`config.mk`:
```
export PLATFORM = sky130hd
export DESIGN_NAME = alarm_pair_unit
export DESIGN_NICKNAME = d
export VERILOG_FILES = /design/src/rtl/alarm_pkg.sv /design/src/rtl/alarm_match.sv /design/src/rtl/alarm_eval_fsm.sv /design/src/rtl/alarm_regs.sv /design/src/rtl/alarm_pair_unit.sv
export SDC_FILE = /design/constraint.sdc
export NUM_CORES = 1
export LEC_CHECK = 0
export ABC_AREA = 1
export CAP_MARGIN = 30
export CORE_ASPECT_RATIO = 1.1
export CORE_MARGIN = 3
export CORE_UTILIZATION = 55
export DETAILED_ROUTE_END_ITERATION = 8
export PLACE_DENSITY = 0.76
export SETUP_SLACK_MARGIN = 0.1
export SYNTH_ARGS = -nofsm -noshare
export SYNTH_HDL_FRONTEND = slang
export SYNTH_HIERARCHICAL = 1
export SYNTH_SLANG_ARGS = --single-unit
```
`constraint.sdc`:
```
create_clock -name clk -period 1.98 [get_ports clk]
set_input_delay 0.594 -clock clk [delete_from_list [all_inputs] [get_ports clk]]
set_output_delay 0.594 -clock clk [all_outputs]
set_load 0.1 [all_outputs]
```
`src/rtl/alarm_pkg.sv`:
```
package alarm_pkg;
    localparam int MIN_W  = 7;
    localparam int HOUR_W = 6;
    localparam int DAY_N  = 7;
    localparam int WDAY_W = 3;
    localparam int DATA_W = 8;
    localparam int ADDR_W = 3;

    typedef enum logic [ADDR_W-1:0] {
        RA_WK_MIN  = 3'd0,
        RA_WK_HOUR = 3'd1,
        RA_WK_DAYS = 3'd2,
        RA_DL_MIN  = 3'd3,
        RA_DL_HOUR = 3'd4,
        RA_ENABLE  = 3'd5,
        RA_STATUS  = 3'd6,
        RA_NONE    = 3'd7
    } reg_addr_e;

    typedef enum logic {
        EV_IDLE,
        EV_COMPARE
    } ev_state_e;

    typedef struct packed {
        logic [MIN_W-1:0]  mins;
        logic [HOUR_W-1:0] hours;
        logic [WDAY_W-1:0] wday;
    } tod_t;
endpackage

```
`src/rtl/alarm_match.sv`:
```
module alarm_match #(
    parameter bit USE_DAYS = 1'b1,
    parameter int MIN_W    = 7,
    parameter int HOUR_W   = 6,
    parameter int DAY_N    = 7,
    parameter int WDAY_W   = 3
) (
    input  logic [MIN_W-1:0]  al_min,
    input  logic [HOUR_W-1:0] al_hour,
    input  logic [DAY_N-1:0]  al_days,
    input  logic [MIN_W-1:0]  t_min,
    input  logic [HOUR_W-1:0] t_hour,
    input  logic [WDAY_W-1:0] t_wday,
    output logic              hit
);
    localparam int DAY_SPAN = 1 << WDAY_W;

    logic time_ok;
    logic day_ok;

    assign time_ok = (al_min == t_min) && (al_hour == t_hour);

    generate
        if (USE_DAYS) begin : g_days
            logic [DAY_SPAN-1:0] days_ext;
            assign days_ext = DAY_SPAN'(al_days);
            assign day_ok   = days_ext[t_wday];
        end else begin : g_nodays
            logic unused_days;
            assign unused_days = ^{al_days, t_wday};
            assign day_ok      = 1'b1;
        end
    endgenerate

    assign hit = time_ok && day_ok;
endmodule

```
`src/rtl/alarm_eval_fsm.sv`:
```
module alarm_eval_fsm
    import alarm_pkg::*;
(
    input  logic clk,
    input  logic rst_n,
    input  logic minute_tick,
    input  tod_t cur_tod,
    input  logic wk_hit,
    input  logic dl_hit,
    input  logic wk_en,
    input  logic dl_en,
    output tod_t snap_tod,
    output logic wk_set,
    output logic dl_set
);
    ev_state_e state_q, state_d;

    always_comb begin
        state_d = state_q;
        unique case (state_q)
            EV_IDLE:    if (minute_tick) state_d = EV_COMPARE;
            EV_COMPARE: state_d = minute_tick ? EV_COMPARE : EV_IDLE;
            default:    state_d = EV_IDLE;
        endcase
    end

    always_ff @(posedge clk or negedge rst_n) begin
        if (!rst_n) begin
            state_q  <= EV_IDLE;
            snap_tod <= '0;
        end else begin
            state_q <= state_d;
            if (minute_tick) snap_tod <= cur_tod;
        end
    end

    always_comb begin
        wk_set = 1'b0;
        dl_set = 1'b0;
        unique case (state_q)
            EV_IDLE: ;
            EV_COMPARE: begin
                wk_set = wk_hit && wk_en;
                dl_set = dl_hit && dl_en;
            end
            default: ;
        endcase
    end

    AST_COMPARE_AFTER_TICK: assert property (@(posedge clk) disable iff (!rst_n)
        (state_q == EV_COMPARE) |-> $past(minute_tick));
    AST_SET_SINGLE_CYCLE: assert property (@(posedge clk) disable iff (!rst_n)
        (wk_set && !minute_tick) |=> !wk_set);
endmodule

```
`src/rtl/alarm_regs.sv`:
```
module alarm_regs
    import alarm_pkg::*;
(
    input  logic              clk,
    input  logic              rst_n,
    input  logic              reg_wr,
    input  logic [ADDR_W-1:0] reg_addr,
    input  logic [DATA_W-1:0] reg_wdata,
    output logic [DATA_W-1:0] reg_rdata,
    input  logic              wk_set,
    input  logic              dl_set,
    output logic [MIN_W-1:0]  wk_min,
    output logic [HOUR_W-1:0] wk_hour,
    output logic [DAY_N-1:0]  wk_days,
    output logic [MIN_W-1:0]  dl_min,
    output logic [HOUR_W-1:0] dl_hour,
    output logic              wk_en,
    output logic              dl_en,
    output logic              wk_flag,
    output logic              dl_flag
);
    reg_addr_e addr_e;
    logic      flag_wr;

    assign addr_e  = reg_addr_e'(reg_addr);
    assign flag_wr = reg_wr && (addr_e == RA_STATUS);

    always_ff @(posedge clk or negedge rst_n) begin
        if (!rst_n) begin
            wk_min  <= '0;
            wk_hour <= '0;
            wk_days <= '0;
            dl_min  <= '0;
            dl_hour <= '0;
            wk_en   <= 1'b0;
            dl_en   <= 1'b0;
        end else if (reg_wr) begin
            unique case (addr_e)
                RA_WK_MIN:  wk_min  <= reg_wdata[MIN_W-1:0];
                RA_WK_HOUR: wk_hour <= reg_wdata[HOUR_W-1:0];
                RA_WK_DAYS: wk_days <= reg_wdata[DAY_N-1:0];
                RA_DL_MIN:  dl_min  <= reg_wdata[MIN_W-1:0];
                RA_DL_HOUR: dl_hour <= reg_wdata[HOUR_W-1:0];
                RA_ENABLE: begin
                    wk_en <= reg_wdata[0];
                    dl_en <= reg_wdata[1];
                end
                RA_STATUS: ;
                RA_NONE:   ;
                default:   ;
            endcase
        end
    end

    always_ff @(posedge clk or negedge rst_n) begin
        if (!rst_n) begin
            wk_flag <= 1'b0;
            dl_flag <= 1'b0;
        end else begin
            if (wk_set)                        wk_flag <= 1'b1;
            else if (flag_wr && !reg_wdata[0]) wk_flag <= 1'b0;
            if (dl_set)                        dl_flag <= 1'b1;
            else if (flag_wr && !reg_wdata[1]) dl_flag <= 1'b0;
        end
    end

    always_comb begin
        reg_rdata = '0;
        unique case (addr_e)
            RA_WK_MIN:  reg_rdata = DATA_W'(wk_min);
            RA_WK_HOUR: reg_rdata = DATA_W'(wk_hour);
            RA_WK_DAYS: reg_rdata = DATA_W'(wk_days);
            RA_DL_MIN:  reg_rdata = DATA_W'(dl_min);
            RA_DL_HOUR: reg_rdata = DATA_W'(dl_hour);
            RA_ENABLE:  reg_rdata = DATA_W'({dl_en, wk_en});
            RA_STATUS:  reg_rdata = DATA_W'({dl_flag, wk_flag});
            RA_NONE:    reg_rdata = '0;
            default:    reg_rdata = '0;
        endcase
    end

    AST_WK_FLAG_NEEDS_EN: assert property (@(posedge clk) disable iff (!rst_n)
        $rose(wk_flag) |-> $past(wk_en));
    AST_DL_FLAG_NEEDS_EN: assert property (@(posedge clk) disable iff (!rst_n)
        $rose(dl_flag) |-> $past(dl_en));
    AST_WK_CLEAR_BY_ZERO: assert property (@(posedge clk) disable iff (!rst_n)
        $fell(wk_flag) |-> $past(reg_wr && reg_addr == 3'd6 && !reg_wdata[0]));
    AST_DL_CLEAR_BY_ZERO: assert property (@(posedge clk) disable iff (!rst_n)
        $fell(dl_flag) |-> $past(reg_wr && reg_addr == 3'd6 && !reg_wdata[1]));
endmodule

```
`src/rtl/alarm_pair_unit.sv`:
```
module alarm_pair_unit
    import alarm_pkg::*;
(
    input  logic              clk,
    input  logic              rst_n,
    input  logic              minute_tick,
    input  logic [MIN_W-1:0]  cur_min,
    input  logic [HOUR_W-1:0] cur_hour,
    input  logic [WDAY_W-1:0] cur_wday,
    input  logic              reg_wr,
    input  logic [ADDR_W-1:0] reg_addr,
    input  logic [DATA_W-1:0] reg_wdata,
    output logic [DATA_W-1:0] reg_rdata,
    output logic              irq_n
);
    logic [MIN_W-1:0]  wk_min, dl_min;
    logic [HOUR_W-1:0] wk_hour, dl_hour;
    logic [DAY_N-1:0]  wk_days;
    logic              wk_en, dl_en, wk_flag, dl_flag;
    logic              wk_set, dl_set, wk_hit, dl_hit;
    tod_t              cur_tod, snap_tod;

    assign cur_tod = '{mins: cur_min, hours: cur_hour, wday: cur_wday};

    alarm_regs u_regs (
        .clk(clk), .rst_n(rst_n),
        .reg_wr(reg_wr), .reg_addr(reg_addr), .reg_wdata(reg_wdata),
        .reg_rdata(reg_rdata),
        .wk_set(wk_set), .dl_set(dl_set),
        .wk_min(wk_min), .wk_hour(wk_hour), .wk_days(wk_days),
        .dl_min(dl_min), .dl_hour(dl_hour),
        .wk_en(wk_en), .dl_en(dl_en),
        .wk_flag(wk_flag), .dl_flag(dl_flag)
    );

    alarm_eval_fsm u_fsm (
        .clk(clk), .rst_n(rst_n), .minute_tick(minute_tick),
        .cur_tod(cur_tod), .wk_hit(wk_hit), .dl_hit(dl_hit),
        .wk_en(wk_en), .dl_en(dl_en),
        .snap_tod(snap_tod), .wk_set(wk_set), .dl_set(dl_set)
    );

    alarm_match #(.USE_DAYS(1'b1), .MIN_W(MIN_W), .HOUR_W(HOUR_W),
                  .DAY_N(DAY_N), .WDAY_W(WDAY_W)) u_wk_cmp (
        .al_min(wk_min), .al_hour(wk_hour), .al_days(wk_days),
        .t_min(snap_tod.mins), .t_hour(snap_tod.hours), .t_wday(snap_tod.wday),
        .hit(wk_hit)
    );

    alarm_match #(.USE_DAYS(1'b0), .MIN_W(MIN_W), .HOUR_W(HOUR_W),
                  .DAY_N(DAY_N), .WDAY_W(WDAY_W)) u_dl_cmp (
        .al_min(dl_min), .al_hour(dl_hour), .al_days({DAY_N{1'b0}}),
        .t_min(snap_tod.mins), .t_hour(snap_tod.hours), .t_wday(snap_tod.wday),
        .hit(dl_hit)
    );

    assign irq_n = ~((wk_flag & wk_en) | (dl_flag & dl_en));

    AST_IRQ_HAS_SOURCE: assert property (@(posedge clk) disable iff (!rst_n)
        !irq_n |-> (wk_flag || dl_flag));
    AST_EN_RELEASE: assert property (@(posedge clk) disable iff (!rst_n)
        ($fell(wk_en) && !(dl_flag && dl_en)) |-> irq_n);
endmodule

```
==> metrics <==
wire length per cell=14.1 um; setup TNS=-1.27 ns; clock-pin slew on the worst setup and hold paths=0.09 ns; Final Routed Wirelength=7.69 mm; port bufs=37; Tot Pwr=around 3200 uW; CP Buf/Inv Count=3; Yosys Warn Count=6; Worst-Skew Late Latency=0.30 ns; Cell Chain, Critical Path=buf_8 -> buf_12 -> nor2_4 -> nand3_2 -> nand2_2 -> nor2_4 -> nand2_8 -> buf_12; layout filler cell count=408; Syn Inst Count=around 420; Via density=slightly above 5; syn nets=450; GR Overflow Total=0; Syn Area/Cell=between 7 and 8 um2; Max-Cap Viols=0; # IOs=40; CTS hold repair buffers=0; WS Path Type=in -> out; Pleak=0.00210 uW; power density of the placed cells=769 mW/mm2; first-pass GRT wire length=~13 mm; Num CTS Buffers=5; CP Data Required Time=between 1 and 1.5 ns; vias in the first global route=2766; Slowest-stage cell, CP=nor2_4; largest net degree at the start of global routing=55; outcome=finished, violations left; Sink Count=54; Final Wtd Congestion=between 0.8 and 0.9; CP Launch Type=input port; Peak Freq=~450 MHz; Initial Util=0.571; drt pass-1 iters=4; Fin. Hold Viols=0; Die X=77.6 um; Max VDD drop=0.703 mV; violated checks=negative setup slack; crit end category=output port; Tcrit/Tclk final=1.11; row cnt=28; Pins Over Slew Limit=0; Global Route Usage Sum=0.254; Tightest Hold Check Type=in -> async; CTS tree=yes; DR vias=~2800; Clock Root Buffer=clkbuf_8; Die Ht=84.7 um; Die Area=0.00657 mm2; ANT nets after route=0; CP max FO=7; Core Area=~0.0054 mm2; RSZ-0062 raised after global routing=yes; CTS H-tree lvls=2; drc violations=0; initial drt markers=163; Final Net Count=500; share of post-route cells with drive strength above 1=0.252; n_diodes=0; initial antenna violation count=0; Setup Skew=0.00471 ns; minimum clock period=2.20 ns; Layout area overhead=32.4%; post-layout worst setup margin=-0.220 ns; CP max stage delay=0.25 ns; setup violators final=7; Mapped Area=about 0.0031 mm2; post-DP HPWL=5.55 mm; critical path's top delay family=simple AND/OR/NAND/NOR gates; clock tree buffer depth=2; CP Data Arrival Time=~1.6 ns
==> worst register-to-register path, delay by kind of cell (launching register included) <==
kind / cells / cell delay, ns
simple gates: 8 / 0.72
flops: 1 / 0.45
compound gates: 1 / 0.10
buf+inv: 1 / 0.07
==> repair_timing <==
item,4_1_cts,5_1_grt
endpoints found under the setup margin,7,7
setup buffers,2,2
pin swaps,24,8
gates resized for setup,57,7
cloned,1,0
==> cell usage in the layout (no fill, tap or decap) <==
master	count
nand2_1	159
nor3_1	2
nand2_4	6
inv_2	5
o21ai_0	8
dfrtp_1	54
clkbuf_8	5
nand3_1	8
nor2_4	8
o21ai_2	21
xor2_1	5
buf_4	12
conb_1	1
o21ai_1	6
buf_12	11
xnor2_1	6
nand3_4	3
o21bai_1	2
nor2_2	5
inv_6	1
inv_1	47
nor2_1	21
clkdlybuf4s50_1	25
nor3_4	1
nand2_8	7
buf_8	2
bufbuf_16	1
nand2_2	16
clkinv_2	2
nand3_2	8
nand4_1	7
buf_2	2
buf_6	2
==> sequential cells by signal, indices dropped and copies added (netlist names), 6 cells and up <==
register and flops:
u_regs/dl_min 7, u_fsm/snap_tod 16, u_regs/wk_hour 6, u_regs/dl_hour 6, u_regs/wk_days 7, u_regs/wk_min 7
==> where the power goes <==
group          leakage [uW]  switching (uW)  internal (uW)
clock             0.0000438             352            239
sequential         0.000673             211           1270
combinational       0.00139             634            447
==> routing by layer <==
layer  GRT usage  part of all wire
met3      0.0343             0.044
met2       0.454              0.52
met1       0.309              0.40
met4      0.0971             0.034
met5           0                 0
==> through the flow <==
stage               hold WS (ns)  setup slack (ns)  area, um2  utilization  instances
finish                     0.265            -0.220       4100        0.755        544
global route               0.281            -0.249       4100        0.755        544
global placement           0.500            -0.618       3770        0.694        532
detailed placement         0.509            -0.634       3770        0.694        532
floorplan                  0.298           -0.0526       3220            -        419
CTS                        0.277            -0.188       4060        0.748        542
==> worst paths after layout <==
kind / depth (start not counted) / endpoint / start / slack, ns
setup / recovery: 8 / reg_rdata[5] / reg_addr[0] / -0.22
hold / removal: 2 / u_regs/dl_en / rst_n / 0.26
setup reg to reg: 10 / u_regs/wk_flag / u_fsm/snap_tod[10] / 0.57
hold reg to reg: 2 / u_regs/wk_days[2] / u_regs/wk_days[2] / 0.53
max in group asynchronous: 2 / u_regs/wk_days[4] / rst_n / 1.47
min in group clk: 2 / u_regs/wk_days[2] / u_regs/wk_days[2] / 0.53
==> layout make-up <==
class	instances	area, um2	area share
Clock buffer	5	68.8	0.0168
Clock inverter	2	10.0	0.00244
Inverter	53	204	0.0497
Multi-Input combinational cell	300	1720	0.419
Sequential cell	54	1350	0.330
Tap cell	75	93.8	0.0229
Timing Repair Buffer	55	656	0.160
Note: power is estimated with default switching activity, not from simulation.
